`src/rtl/thr_key_pkg.sv`:
```
`timescale 1ns/1ps
package thr_key_pkg;

    typedef enum logic [1:0] {
        KEY_PASS  = 2'd0,
        KEY_ALPHA = 2'd1,
        KEY_ZERO  = 2'd2
    } key_kind_e;

endpackage

```
`src/rtl/thr_key_regs.sv`:
```
`timescale 1ns/1ps
module thr_key_regs #(
    parameter int CMD_W  = 32,
    parameter int THR_W  = 9,
    parameter int LO_LSB = 0,
    parameter int HI_LSB = 16
) (
    input  logic             clk,
    input  logic             rst_n,
    input  logic             cmd_we,
    input  logic [CMD_W-1:0] cmd_word,
    output logic [THR_W-1:0] thr_lo,
    output logic [THR_W-1:0] thr_hi,
    output logic             cmd_done
);
    localparam logic [CMD_W-1:0] FIELD_ONES = {{(CMD_W-THR_W){1'b0}}, {THR_W{1'b1}}};
    localparam logic [CMD_W-1:0] USED_MASK  = (FIELD_ONES << LO_LSB) | (FIELD_ONES << HI_LSB);

    typedef struct packed {
        logic [THR_W-1:0] lo;
        logic [THR_W-1:0] hi;
        logic             done;
    } regs_t;

    regs_t r_d, r_q;

    logic [CMD_W-1:0] unused_cmd_bits;
    assign unused_cmd_bits = cmd_word & ~USED_MASK;

    always_comb begin
        r_d      = r_q;
        r_d.done = cmd_we;
        if (cmd_we) begin
            r_d.lo = cmd_word[LO_LSB +: THR_W];
            r_d.hi = cmd_word[HI_LSB +: THR_W];
        end
    end

    always_ff @(posedge clk or negedge rst_n) begin
        if (!rst_n) begin
            r_q <= '0;
        end else begin
            r_q <= r_d;
        end
    end

    assign thr_lo   = r_q.lo;
    assign thr_hi   = r_q.hi;
    assign cmd_done = r_q.done;

    assert_done_after_cmd_R2: assert property (@(posedge clk) disable iff (!rst_n)
        cmd_we |=> cmd_done);

    assert_done_only_after_cmd_R2: assert property (@(posedge clk) disable iff (!rst_n)
        cmd_done |-> $past(cmd_we));

    assert_thr_stable_without_cmd_R2: assert property (@(posedge clk) disable iff (!rst_n)
        !cmd_we |=> $stable(thr_lo) && $stable(thr_hi));

    assert_reset_clears_R1: assert property (@(posedge clk) disable iff (!rst_n)
        $rose(rst_n) |-> (thr_lo == '0) && (thr_hi == '0) && !cmd_done);

endmodule

```
`src/rtl/thr_key_classify.sv`:
```
`timescale 1ns/1ps
module thr_key_classify
    import thr_key_pkg::*;
#(
    parameter int COMP_W = 8,
    parameter int NCOLOR = 3,
    parameter int THR_W  = 9
) (
    input  logic [(NCOLOR+1)*COMP_W-1:0] pix,
    input  logic [THR_W-1:0]             thr_lo,
    input  logic [THR_W-1:0]             thr_hi,
    output key_kind_e                    kind
);
    logic [NCOLOR-1:0] under_lo;
    logic [NCOLOR-1:0] under_hi;

    for (genvar c = 0; c < NCOLOR; c++) begin : g_cmp
        logic [THR_W-1:0] comp_wide;
        assign comp_wide   = THR_W'(pix[c*COMP_W +: COMP_W]);
        assign under_lo[c] = comp_wide < thr_lo;
        assign under_hi[c] = comp_wide < thr_hi;
    end

    logic [COMP_W-1:0] unused_alpha;
    assign unused_alpha = pix[NCOLOR*COMP_W +: COMP_W];

    always_comb begin
        kind = KEY_PASS;
        if ((|thr_lo) && (&under_lo)) begin
            kind = KEY_ZERO;
        end else if (&under_hi) begin
            kind = KEY_ALPHA;
        end
    end

endmodule

```
`src/rtl/thr_key_apply.sv`:
```
`timescale 1ns/1ps
module thr_key_apply
    import thr_key_pkg::*;
#(
    parameter int               COMP_W    = 8,
    parameter int               NCOLOR    = 3,
    parameter logic [COMP_W-1:0] ALPHA_KEY = 8'h40
) (
    input  logic [(NCOLOR+1)*COMP_W-1:0] pix,
    input  key_kind_e                    kind,
    input  logic                         flip,
    output logic [(NCOLOR+1)*COMP_W-1:0] res
);
    localparam int PIX_W = (NCOLOR + 1) * COMP_W;

    logic [PIX_W-1:0] keyed;
    logic [PIX_W-1:0] flip_mask;

    always_comb begin
        unique case (kind)
            KEY_ZERO:  keyed = '0;
            KEY_ALPHA: keyed = {ALPHA_KEY, pix[NCOLOR*COMP_W-1:0]};
            default:   keyed = pix;
        endcase
    end

    for (genvar c = 0; c <= NCOLOR; c++) begin : g_mask
        if (c < NCOLOR) begin : g_col
            assign flip_mask[c*COMP_W +: COMP_W] = {flip, {(COMP_W-1){1'b0}}};
        end else begin : g_alpha
            assign flip_mask[c*COMP_W +: COMP_W] = '0;
        end
    end

    assign res = keyed ^ flip_mask;

endmodule

```
`src/rtl/thr_key_stage.sv`:
```
`timescale 1ns/1ps
module thr_key_stage #(
    parameter int W = 32
) (
    input  logic         clk,
    input  logic         rst_n,
    input  logic         in_valid,
    output logic         in_ready,
    input  logic [W-1:0] in_data,
    output logic         out_valid,
    input  logic         out_ready,
    output logic [W-1:0] out_data
);
    typedef struct packed {
        logic         valid;
        logic [W-1:0] data;
    } stage_t;

    stage_t s_d, s_q;

    assign in_ready = !s_q.valid || out_ready;

    always_comb begin
        s_d = s_q;
        if (in_ready) begin
            s_d.valid = in_valid;
            if (in_valid) begin
                s_d.data = in_data;
            end
        end
    end

    always_ff @(posedge clk or negedge rst_n) begin
        if (!rst_n) begin
            s_q <= '0;
        end else begin
            s_q <= s_d;
        end
    end

    assign out_valid = s_q.valid;
    assign out_data  = s_q.data;

    assert_stall_holds_R9: assert property (@(posedge clk) disable iff (!rst_n)
        out_valid && !out_ready |=> out_valid && $stable(out_data));

    assert_accept_shows_R9: assert property (@(posedge clk) disable iff (!rst_n)
        in_valid && in_ready |=> out_valid);

    assert_idle_drains_R9: assert property (@(posedge clk) disable iff (!rst_n)
        !in_valid && out_ready |=> !out_valid);

endmodule

```
`src/rtl/thr_alpha_key.sv`:
```
`timescale 1ns/1ps
module thr_alpha_key
    import thr_key_pkg::*;
#(
    parameter int                COMP_W    = 8,
    parameter int                NCOLOR    = 3,
    parameter int                THR_W     = 9,
    parameter int                CMD_W     = 32,
    parameter int                LO_LSB    = 0,
    parameter int                HI_LSB    = 16,
    parameter logic [COMP_W-1:0] ALPHA_KEY = 8'h40
) (
    input  logic                          clk,
    input  logic                          rst_n,
    input  logic                          cmd_we,
    input  logic [CMD_W-1:0]              cmd_word,
    output logic                          cmd_done,
    input  logic                          px_in_valid,
    output logic                          px_in_ready,
    input  logic [(NCOLOR+1)*COMP_W-1:0]  px_in_data,
    input  logic                          px_in_signed,
    output logic                          px_out_valid,
    input  logic                          px_out_ready,
    output logic [(NCOLOR+1)*COMP_W-1:0]  px_out_data
);
    localparam int PIX_W = (NCOLOR + 1) * COMP_W;

    logic [THR_W-1:0] thr_lo;
    logic [THR_W-1:0] thr_hi;
    key_kind_e        kind;
    logic [PIX_W-1:0] keyed_pix;

    thr_key_regs #(
        .CMD_W  (CMD_W),
        .THR_W  (THR_W),
        .LO_LSB (LO_LSB),
        .HI_LSB (HI_LSB)
    ) u_regs (
        .clk      (clk),
        .rst_n    (rst_n),
        .cmd_we   (cmd_we),
        .cmd_word (cmd_word),
        .thr_lo   (thr_lo),
        .thr_hi   (thr_hi),
        .cmd_done (cmd_done)
    );

    thr_key_classify #(
        .COMP_W (COMP_W),
        .NCOLOR (NCOLOR),
        .THR_W  (THR_W)
    ) u_classify (
        .pix    (px_in_data),
        .thr_lo (thr_lo),
        .thr_hi (thr_hi),
        .kind   (kind)
    );

    thr_key_apply #(
        .COMP_W    (COMP_W),
        .NCOLOR    (NCOLOR),
        .ALPHA_KEY (ALPHA_KEY)
    ) u_apply (
        .pix  (px_in_data),
        .kind (kind),
        .flip (px_in_signed),
        .res  (keyed_pix)
    );

    thr_key_stage #(
        .W (PIX_W)
    ) u_stage (
        .clk       (clk),
        .rst_n     (rst_n),
        .in_valid  (px_in_valid),
        .in_ready  (px_in_ready),
        .in_data   (keyed_pix),
        .out_valid (px_out_valid),
        .out_ready (px_out_ready),
        .out_data  (px_out_data)
    );

    function automatic logic all_under(input logic [PIX_W-1:0] p, input logic [THR_W-1:0] t);
        logic r;
        r = 1'b1;
        for (int c = 0; c < NCOLOR; c++) begin
            if (!(THR_W'(p[c*COMP_W +: COMP_W]) < t)) r = 1'b0;
        end
        return r;
    endfunction

    assert_zero_key_R3: assert property (@(posedge clk) disable iff (!rst_n)
        px_in_valid && px_in_ready && !px_in_signed && (thr_lo != '0) && all_under(px_in_data, thr_lo)
        |=> px_out_data == '0);

    assert_alpha_code_R4: assert property (@(posedge clk) disable iff (!rst_n)
        px_in_valid && px_in_ready
        |=> (px_out_data[PIX_W-1 -: COMP_W] == $past(px_in_data[PIX_W-1 -: COMP_W]))
         || (px_out_data[PIX_W-1 -: COMP_W] == ALPHA_KEY)
         || (px_out_data[PIX_W-1 -: COMP_W] == '0));

    assert_no_zero_without_lo_R5: assert property (@(posedge clk) disable iff (!rst_n)
        px_in_valid && px_in_ready && (thr_lo == '0)
        |=> px_out_data[PIX_W-1 -: COMP_W] != '0 || $past(px_in_data[PIX_W-1 -: COMP_W]) == '0
            || ALPHA_KEY == '0);

    assert_pass_through_R6: assert property (@(posedge clk) disable iff (!rst_n)
        px_in_valid && px_in_ready && !px_in_signed && (thr_lo == '0) && (thr_hi == '0)
        |=> px_out_data == $past(px_in_data));

endmodule

```
`config.mk`:
```
export PLATFORM = sky130hd
export DESIGN_NAME = thr_alpha_key
export DESIGN_NICKNAME = d
export VERILOG_FILES = /design/src/rtl/thr_key_pkg.sv /design/src/rtl/thr_key_regs.sv /design/src/rtl/thr_key_classify.sv /design/src/rtl/thr_key_apply.sv /design/src/rtl/thr_key_stage.sv /design/src/rtl/thr_alpha_key.sv
export SDC_FILE = /design/constraint.sdc
export NUM_CORES = 1
export LEC_CHECK = 0
export ABC_AREA = 1
export BUFFER_PORTS_ARGS = -buffer_cell sky130_fd_sc_hd__buf_2
export CAP_MARGIN = 5
export CORE_MARGIN = 4
export CORE_UTILIZATION = 40
export CTS_CLUSTER_DIAMETER = 100
export DETAILED_ROUTE_END_ITERATION = 10
export PLACE_DENSITY = 0.71
export SYNTH_ARGS = -nofsm -noshare
export SYNTH_HDL_FRONTEND = slang
export SYNTH_SLANG_ARGS = --single-unit
```
`constraint.sdc`:
```
create_clock -name clk -period 1.5 [get_ports clk]
set_input_delay 0.15 -clock clk [delete_from_list [all_inputs] [get_ports clk]]
set_output_delay 0.15 -clock clk [all_outputs]
set_load 0.03 [all_outputs]
```
* Word level (Yosys, flattened, before mapping)
Index checks and enable logic that the tools add are counted.
Storage, ports and cells: bits of input ports 70, logic and storage cells 24, output and inout bits 35, bits in writable memories 0, memory bits (read-only) 0, bits in latches 0, register bits 52, memories kept 0
Operators by class: $lt $le $gt $ge 6, reductions and logical operators 7, multiply operators 0, muxes and demuxes 3, equal/unequal tests 2, add/subtract/negate cells 0, bitwise operators 1, shifts and indexed selects 0, divide/modulo/power cells 0
Operator list (count):
- one-hot mux 32 bit (2 select lines) | 1
- less-than comparator 8 x 9 -> 1 bit | 6
- XOR 32 x 24 -> 32 bit | 1
- OR reduction 9 bit | 1
- AND reduction 3 bit | 2
- equality test 2 x 1 -> 1 bit (second input constant) | 1
- equality test 2 bit (second input constant) | 1
- 2-to-1 mux 2 bit | 1
- AND reduction 2 bit | 1
- logical AND 1 bit | 1
- logical NOT 1 bit | 1
- logical OR 1 bit | 1
- 2-to-1 mux 1 bit | 1

* Logic depth before layout (Yosys ltp)
Gate-level depths: netlist (run 1).
word-level depth 7, mapped depth 15, depth with buffers taken out 14

* Cells and area by module
Synthesis (run 1) repeated with hierarchy kept, for this count alone.
Unflattened totals: cell total of the unflattened synthesis 508, area, all modules 3702.3 µm²
By module, submodules not included:
- thr_key_stage | cells each 143, area each 1337.5 µm², sequential area each 825.8 µm², instances 1
- thr_key_classify | cells each 208, area each 1202.4 µm², sequential area each 0.0 µm², instances 1
- thr_key_regs | cells each 77, area each 735.7 µm², sequential area each 475.5 µm², instances 1
- thr_key_apply | cells each 80, area each 426.7 µm², sequential area each 0.0 µm², instances 1

* Least setup slack after synthesis (run 1)
Ideal clock, no wire load.
kind reg-to-reg, from register u_regs.r_q (netlist bit u_regs.thr_lo[4]), to register u_stage.s_q (netlist bit u_stage.out_data[29]), clock period less this slack 1.679 ns, cell stages (with the launch flop) 16, buffers on the path 1, slack -0.179 ns, required time 1.383 ns, setup time 0.117 ns, arrival time 1.561 ns, cells stage by stage dfrtp_1 > inv_1 > ha_1 > nand2_1 > inv_1 > nand2_1 > nand2_1 > nand2_1 > nand3_1 > nor2_1 > nand2_2 > nand2_4 > inv_4 > buf_6 > nand3_2 > nand2_1
Between the ends: cells in the longest elaborated chain, start to end 7, elaborated cells on any way between the ends 11, classes of those cells order compare (3); eq/ne (2); mux (2); bitwise (1); reduce/logical (3)
RTL lines:
- start, declared | RTL line thr_key_regs.sv:25 | regs_t r_d, r_q;
- start signal, assigned | RTL line thr_key_regs.sv:43 | r_q <= r_d;
- less-than comparator 8 x 9 -> 1 bit | RTL line thr_key_classify.sv:20 | assign under_lo[c] = comp_wide < thr_lo;
- AND reduction 3 bit | RTL line thr_key_classify.sv:29 | if ((|thr_lo) && (&under_lo)) begin
- logical AND 1 bit (*) | RTL line thr_key_classify.sv:29
- 2-to-1 mux 2 bit (*) | RTL line thr_key_classify.sv:29
- equality test 2 x 1 -> 1 bit / equality test 2 bit (equally long branches) | RTL line thr_key_apply.sv:20 | unique case (kind)
- one-hot mux 32 bit (2 select lines) (*) | RTL line thr_key_apply.sv:20
- XOR 32 x 24 -> 32 bit (*) | RTL line thr_key_apply.sv:35 | assign res = keyed ^ flip_mask;
- end signal, assigned | RTL line thr_key_stage.sv:35 | s_q <= '0;
- end signal, assigned | RTL line thr_key_stage.sv:37 | s_q <= s_d;
- end, declared | RTL line thr_key_stage.sv:19 | stage_t s_d, s_q;
Mark *: on every way between the ends. The rest lies on a longest branch, timed or not. A chain may end at the register's enable or synchronous reset.

* Final worst setup path (run 1)
from register u_regs.r_q (netlist bit u_regs.thr_lo[2]), to register u_stage.s_q (netlist bit u_stage.out_data[26])
The elaborated chain is that of the path after synthesis.

==> results of run 1 <==
-- worst max-delay path: stages, from the launching register on --
cell                      delay [ns]
sky130_fd_sc_hd__dfrtp_1        0.41
sky130_fd_sc_hd__inv_4          0.08
sky130_fd_sc_hd__ha_4           0.28
sky130_fd_sc_hd__nand2_2        0.06
sky130_fd_sc_hd__nor2_2         0.09
sky130_fd_sc_hd__nand2_1        0.08
sky130_fd_sc_hd__nor2_2         0.14
sky130_fd_sc_hd__nor2_1         0.06
sky130_fd_sc_hd__nand2_1        0.07
sky130_fd_sc_hd__inv_2          0.04
sky130_fd_sc_hd__nand2_4        0.09
sky130_fd_sc_hd__nand2_8        0.10
sky130_fd_sc_hd__inv_8          0.12
sky130_fd_sc_hd__nand3_1        0.07
sky130_fd_sc_hd__nand2_1        0.07
-- state kept, by name, summed over array words and instances, names as in the netlist --
name	cells
u_regs.cmd_done	1
u_regs.thr_hi	9
u_regs.thr_lo	9
u_stage.out_valid	1
u_stage.out_data	32
-- timing repair --
action	4_1_cts	5_1_grt
hold buffers	1	0
setup buffers	2	3
gates cloned	0	2
gates resized for setup	12	61
hold endpoints to repair	52	0
pin swaps	0	22
endpoints found under the setup margin	32	32
-- metal layers --
metal / wire length (um) / track usage [%] / up-vias / share of wire, %
li1: - / - / 1567 / -
met1: 3950 / 23.7 / 1411 / 43
met2: 4260 / 29.7 / 107 / 47
met3: 587 / 4.31 / 32 / 6.4
met4: 365 / 5.72 / 0 / 4.0
met5: 0 / 0 / - / 0
-- placed cells by master (no fill, tap or decap), types with 2 or more instances in the layout --
master	n
sky130_fd_sc_hd__nand3_1	10
sky130_fd_sc_hd__ha_4	11
sky130_fd_sc_hd__buf_6	2
sky130_fd_sc_hd__nor2_2	3
sky130_fd_sc_hd__inv_2	11
sky130_fd_sc_hd__buf_4	35
sky130_fd_sc_hd__inv_4	4
sky130_fd_sc_hd__o21ai_0	20
sky130_fd_sc_hd__o21bai_1	3
sky130_fd_sc_hd__nand4_1	2
sky130_fd_sc_hd__nand2_1	142
sky130_fd_sc_hd__ha_1	31
sky130_fd_sc_hd__a21oi_2	3
sky130_fd_sc_hd__inv_1	32
sky130_fd_sc_hd__nand2_4	3
sky130_fd_sc_hd__a21oi_1	11
sky130_fd_sc_hd__nand2_2	15
sky130_fd_sc_hd__nor2_1	22
sky130_fd_sc_hd__bufinv_16	3
sky130_fd_sc_hd__buf_2	90
sky130_fd_sc_hd__o21ai_2	3
sky130_fd_sc_hd__clkbuf_8	5
sky130_fd_sc_hd__nand3_2	12
sky130_fd_sc_hd__dfrtp_1	52
sky130_fd_sc_hd__and3_1	2
sky130_fd_sc_hd__o211ai_1	2
-- layout make-up --
class                           instances  area [sq um]  share of cell area, %
Timing Repair inverter                  2          20.0                  0.442
Timing Repair Buffer                  129           766                   16.9
Multi-Input combinational cell        302          1950                   43.0
Inverter                               49           206                   4.56
Tap cell                              102           128                   2.82
Clock inverter                          3          90.1                   1.99
Sequential cell                        52          1300                   28.7
Clock buffer                            5          68.8                   1.52
-- stage by stage --
stage | total power (uW) | hold slack (ns)
floorplan | 2750 | -0.146
global placement | 3290 | 0.162
detailed placement | 3350 | 0.165
CTS | 4710 | 0.0341
global route | 5200 | 0.0492
finish | 4920 | 0.0336
-- synth_stat cells (all sizes together) --
cell type / number
nor2: 26
nand2: 161
nand3: 23
mux2: 1
inv: 48
ha: 42
o21a: 1
nand4: 2
a21oi: 14
a21o: 1
clkinv: 1
o21bai: 3
nor4: 1
buf: 2
and3: 2
clkbuf: 7
o21ai: 23
dfrtp: 52
o211ai: 2
-- worst max-delay path by stage --
stage,from,to,cells past startpoint
after floorplan,u_regs.thr_lo[2],u_stage.out_data[30],15
after global placement,u_regs.thr_lo[4],u_stage.out_data[25],14
after detailed placement,u_regs.thr_lo[4],u_stage.out_data[28],14
after CTS,u_regs.thr_lo[2],u_stage.out_data[23],14
after global routing,u_regs.thr_lo[2],u_stage.out_data[27],14
final,u_regs.thr_lo[2],u_stage.out_data[26],14
-- power by group through the flow --
| stage | clock [uW] | sequential [uW] | combinational, uW |
|---|---|---|---|
| 3_5_place_dp | 0 | 1750 | 1600 |
| 2_1_floorplan | 0 | 2100 | 649 |
| 5_1_grt | 1400 | 1760 | 2040 |
| 6_report | 1330 | 1730 | 1860 |
| 3_3_place_gp | 0 | 1750 | 1550 |
| 4_1_cts | 1340 | 1720 | 1640 |
-- cell families (layout without fill, tap and decap cells) --
family | Yosys count | count (layout) | share of synthesized area [%]
simple gates | 215 | 215 | 27.3
buf+inv | 58 | 188 | 7.40
flops | 52 | 52 | 41.0
compound gates | 44 | 44 | 7.48
fa+ha+maj | 42 | 42 | 16.5
mux | 1 | 1 | 0.354
==> summary.md, run 1 <==
| Metric | Value |
|---|---|
| Post-Place Cells | `~630` |
| CTS HTree Levels | `2` |
| Share of power burned in combinational logic | `between 30% and 40%` |
| Sequential share of power | `around a third` |
| # Max-Cap Violations | `0` |
| Failing checks | `setup timing` |
| Shortest period the worst path allows | `1.83 ns` |
| Hold path startpoint | `cmd_word[16]` |
| Cell area after placement | `about 0.004 sq mm` |
| Number of I/O port buffers | `90` |
| Worst setup slack before clock tree synthesis | `-0.302 ns` |
| Starting density of the core | `between 40 and 50%` |
| Total core area | `0.00773 sq mm` |
| Number of CTS-inserted buffers | `5` |
| Growth of design area from synthesis to finish | `42.5%` |
| Pin count of the biggest net entering global routing | `53` |
| Worst setup slack for register-to-register paths | `-0.33 ns` |
| Internal power component | `3130 uW` |
| Clock root cell | `sky130_fd_sc_hd__clkbuf_8` |
| Count of synthesis-stage warnings from yosys | `0` |
| Fraction of the cycle the final worst path needs | `122%` |
| Count of state elements after synthesis | `52` |
| Kind of critical path | `reg2reg` |
| Number of instances in the synthesized netlist | `around 410` |
| Final #Nets | `653` |
| Portion of total power attributed to the clock network | `27.0%` |
| Capture instance of the worst register-to-register path | `u_stage.out_data[26]` |
| Placed wire-length estimate | `6.63 mm` |
| Die outline area | `0.00943 sq mm` |
| Peak supply drop | `0.391 mV` |
| Number of remaining DRC errors | `0` |
| Overall overflow remaining after global route | `0` |
| Share of total power consumed by net switching | `36.4%` |
| Number of vias per cell | `4.84` |
| Worst relative slew slack | `78.0%` |
| Final setup slack of the worst path | `-0.333 ns` |
| Actual slew at the worst max-slew pin | `approximately 0.33 ns` |
| Total routed wirelength | `9.16 mm` |
| Count of final max-slew check failures | `0` |
| Critical Path End Type | `flip-flop` |
| Layout cell share with drive strength beyond 1 | `38.4%` |
| Share of the synthesized area in the top cell type | `~40%` |
| Mean area per synthesized cell | `around 7.7 sq um` |
| Count of non-filler cells in the finished layout | `644` |
| Startpoint of the worst-slack reg-to-reg timing path | `u_regs.thr_lo[2]` |
| Horizontal extent of the die | `97.1 um` |
| Overall global routing resource usage | `18.2%` |
| Insertion delay of the later-clocked pin in the worst-skew pair | `0.31 ns` |
| Final weighted congestion of routability-driven global placement | `0.902` |
| Maximum clock path buffer count | `2` |
| Final-layout fill cell count | `697` |
| Maximum fanout along the worst path | `13` |
| Required time worst endpoint | `between 1.5 and 2 ns` |
| Class of the tightest hold or removal check | `in2reg` |
| Final setup skew | `0.00712 ns` |
| Unrepaired setup endpoints after global routing | `yes` |
| Number of endpoints with negative hold slack in the final report | `0` |
| Power per standard cell area | `1090 mW/mm^2` |
| Final antenna diode count | `0` |
| Antenna violations before repair | `0` |
| Crit path DAT | `between 2 and 2.5 ns` |
| Post-layout utilization of the core | `roughly three fifths` |
| Setup TNS after final layout | `-9.91 ns` |
| Violation count after the first detailed-route iteration | `128` |
| Proportion of synthesized chip area in sequential cells | `41.0%` |
| Vert. Die Dim | `97.1 um` |
| Most area-consuming cells after synthesis | `sky130_fd_sc_hd__dfrtp_1, sky130_fd_sc_hd__nand2_1, sky130_fd_sc_hd__ha_1` |
| Pre-Repair DR Iteration Count | `4` |
| Synth unique cells | `24` |
| Worst hold path endpoint | `u_regs.thr_hi[0]` |
| Switching Power | `around 1800 uW` |
| Detail-routed net length per standard cell | `roughly 14 um` |
| Number of cells on the worst reg-to-reg path | `14` |
| Vias in the first global route | `3,154` |
| Instance count along the most critical hold path | `3` |
| TritonCTS clock tree | `yes` |
| Via count | `3,117` |
| Library cell with the largest summed area after synthesis | `sky130_fd_sc_hd__dfrtp_1` |
| Core Rows | `32` |
| Worst setup SP type | `flip-flop` |
| Design Area, Final | `0.00453 sq mm` |
| Static leakage power | `about 0.0025 uW` |
| Num ports | `105` |
| Post-synthesis instance area | `0.00318 sq mm` |
| Net count of the mapped netlist | `524` |
| Count of nets left with antenna violations after detail routing | `0` |
| Result of the run | `finished with violations` |
| Clock-pin slew on the worst setup and hold paths | `0.10 ns` |
| Fmax | `546 MHz` |
| Final setup violation count | `32` |
| Wire length of the first global-routing pass | `14.3 mm` |
| Clock tree sinks | `52` |
Power figures use the tool's default switching activity.
==> inputs of run 2 (changes only) <==
CORE_MARGIN = 2   (was 4)
SKIP_CTS_REPAIR_TIMING = 1   (was unset)
==> summary.md, run 2 (synthesis results as in run 1) <==
| Metric | Value |
|---|---|
| Shortest period the worst path allows | `1.81 ns (was 1.83 ns)` |
| Starting density of the core | `41.1% (unchanged)` |
| Maximum fanout along the worst path | `7 (was 13)` |
| Final setup skew | `0.00423 ns (was 0.00712 ns)` |
| Critical Path Max Stage Delay | `0.42 ns (was 0.41 ns)` |
| Unrepaired setup endpoints after global routing | `yes (unchanged)` |
| Worst setup path endpoint | `u_stage.out_data[27] (was u_stage.out_data[26])` |
| Crit path DAT | `2.02 ns (was 2.09 ns)` |
| Count of nets left with antenna violations after detail routing | `0 (unchanged)` |
| Final weighted congestion of routability-driven global placement | `0.811 (was 0.902)` |
| Via count | `3,034 (was 3,117)` |
| Class of the tightest hold or removal check | `in2reg (unchanged)` |
| Final setup violation count | `32 (unchanged)` |
| Startpoint of the worst-slack reg-to-reg timing path | `u_regs.thr_lo[3] (was u_regs.thr_lo[2])` |
| Kind of critical path | `reg2reg (unchanged)` |
| Power per standard cell area | `985 mW/mm^2 (was 1090 mW/mm^2)` |
| CTS HTree Levels | `2 (unchanged)` |
| Vias in the first global route | `2,863 (was 3,154)` |
| Num ports | `105 (unchanged)` |
| Flip-flop count of the largest register after layout | `32 (unchanged)` |
| Pre-Repair DR Iteration Count | `4 (unchanged)` |
| Actual slew at the worst max-slew pin | `0.324 ns (was 0.330 ns)` |
| Vert. Die Dim | `93.1 um (was 97.1 um)` |
| Die outline area | `0.00867 sq mm (was 0.00943 sq mm)` |
| Number of I/O port buffers | `90 (unchanged)` |
| Clock-pin slew on the worst setup and hold paths | `0.09 ns (was 0.10 ns)` |
| Insertion delay of the later-clocked pin in the worst-skew pair | `0.31 ns (about the same)` |
| Setup TNS after final layout | `-8.65 ns (was -9.91 ns)` |
| Critical Path End Type | `flip-flop (unchanged)` |
| Final antenna diode count | `0 (unchanged)` |
| Clock root cell | `sky130_fd_sc_hd__clkbuf_8 (unchanged)` |
| Total routed wirelength | `8.30 mm (was 9.16 mm)` |
| Placed wire-length estimate | `6.35 mm (was 6.63 mm)` |
| Count of final max-slew check failures | `0 (unchanged)` |
| CP startpoint | `u_regs.thr_lo[3] (was u_regs.thr_lo[2])` |
| Antenna violations before repair | `0 (unchanged)` |
| Maximum clock path buffer count | `2 (unchanged)` |
| Horizontal extent of the die | `93.1 um (was 97.1 um)` |
| Overall overflow remaining after global route | `0 (unchanged)` |
| Commonest cells after routing, fill and taps aside | `sky130_fd_sc_hd__nand2_1, sky130_fd_sc_hd__buf_2, sky130_fd_sc_hd__dfrtp_1 (unchanged)` |
| Peak supply drop | `0.407 mV (was 0.391 mV)` |
| Required time worst endpoint | `1.70 ns (was 1.76 ns)` |
| Wire length of the first global-routing pass | `13.3 mm (was 14.3 mm)` |
| Worst relative slew slack | `78.4% (was 78.0%)` |
| Failing checks | `setup timing (unchanged)` |
| Commonest non-fill, non-tap cell in the layout | `sky130_fd_sc_hd__nand2_1 (unchanged)` |
| Final #Nets | `654 (was 653)` |
| Capture instance of the worst register-to-register path | `u_stage.out_data[27] (was u_stage.out_data[26])` |
| # Max-Cap Violations | `0 (unchanged)` |
| Overall global routing resource usage | `19.1% (was 18.2%)` |
| Number of remaining DRC errors | `0 (unchanged)` |
| Core Rows | `32 (unchanged)` |
| Detail-routed net length per standard cell | `12.9 um (was 14.2 um)` |
| Layout cell share with drive strength beyond 1 | `35.5% (was 38.4%)` |
| Number of CTS-inserted buffers | `5 (unchanged)` |
| Final setup slack of the worst path | `-0.312 ns (was -0.333 ns)` |
| Worst setup slack before clock tree synthesis | `-0.351 ns (was -0.302 ns)` |
| Pin count of the biggest net entering global routing | `53 (unchanged)` |
| Number of vias per cell | `4.70 (was 4.84)` |
| Worst setup slack for register-to-register paths | `-0.31 ns (was -0.33 ns)` |
| Cell chain of the critical path | `inv_4, ha_4, nand2_1, inv_1, nand3_1, nand3_2, nand2_2, inv_2, nor2_4, nand2_4, nand2_8, clkinv_8, nand3_2, nand2_1 (was inv_4, ha_4, nand2_2, nor2_2, nand2_1, nor2_2, nor2_1, nand2_1, inv_2, nand2_4, nand2_8, inv_8, nand3_1, nand2_1)` |
| Fmax | `552 MHz (was 546 MHz)` |
| Fraction of the cycle the final worst path needs | `121% (was 122%)` |
| Clock tree sinks | `52 (unchanged)` |
| Number of cells on the worst reg-to-reg path | `14 (unchanged)` |
| Number of endpoints with negative hold slack in the final report | `0 (unchanged)` |
| Growth of design area from synthesis to finish | `38.4% (was 42.5%)` |
| Static leakage power | `0.00249 uW (was 0.00254 uW)` |
| Result of the run | `finished with violations (unchanged)` |
| Final-layout fill cell count | `735 (was 697)` |
| TritonCTS clock tree | `yes (unchanged)` |
| Violation count after the first detailed-route iteration | `93 (was 128)` |
| CP max stage cell | `sky130_fd_sc_hd__dfrtp_1 (unchanged)` |
| Worst setup SP type | `flip-flop (unchanged)` |
| Total core area | `0.00773 sq mm (unchanged)` |
-- run 2: changes by cell type in the layout (fill, tap and decap cells not counted), moves of 3 or more --
cell and change:
sky130_fd_sc_hd__inv_1 +3, sky130_fd_sc_hd__bufinv_16 -3, sky130_fd_sc_hd__nand2_1 +7, sky130_fd_sc_hd__nand2_2 -5, sky130_fd_sc_hd__o21ai_1 +3
-- run 2: final cells by class --
class                           instances  area, sq um  area share, %
Multi-Input combinational cell        302         1880           42.7
Tap cell                              102          128           2.90
Clock inverter                          1         7.51          0.171
Timing Repair inverter                  2         20.0          0.455
Timing Repair Buffer                  130          773           17.6
Sequential cell                        52         1300           29.6
Clock buffer                            7         86.3           1.96
Inverter                               49          204           4.64
-- run 2: layer usage --
metal / up-vias / wire length, um / share of wire (%) / global-route usage, %
met5: - / 0 / 0 / 0
met4: 0 / 98 / 1.2 / 5.27
met3: 8 / 482 / 5.8 / 2.58
met2: 87 / 3860 / 46 / 30.8
met1: 1367 / 3860 / 47 / 26.9
li1: 1572 / - / - / -
-- run 2: where the power goes --
part           internal, uW  switching (uW)
Combinational           630            1120
Sequential             1620             114
Clock                   376             473
-- run 2: worst min path at each step --
stage                 startpoint                    to  slack [ns]  depth (start not counted)
floorplan                  rst_n       u_regs.cmd_done       -0.15                          0
global placement           rst_n   u_stage.out_data[4]        0.16                          2
detailed placement         rst_n  u_stage.out_data[11]        0.17                          2
CTS                        rst_n  u_stage.out_data[11]       -0.18                          2
global route         cmd_word[3]      u_regs.thr_lo[3]        0.05                          3
finish              cmd_word[23]      u_regs.thr_hi[7]        0.04                          3
-- run 2: critical path: cells and delay by family, from the launching register on --
family,cells,cell delay (ns)
buffers and inverters,4,0.30
adder cells (fa/ha/maj),1,0.20
AND/OR/NAND/NOR,9,0.77
flip-flops,1,0.42
-- run 2: through the flow --
step                      instance area (sq um)  total power, uW  utilization (%)  hold slack (ns)  std cells
after floorplan                            3200             2750                -           -0.146        412
after global placement                     4000             3290             51.8            0.161        629
after detailed placement                   4000             3330             51.8            0.167        629
after CTS                                  4100             4190             53.0           -0.177        637
after global routing                       4400             4620             56.9           0.0462        645
final                                      4400             4330             56.9           0.0401        645
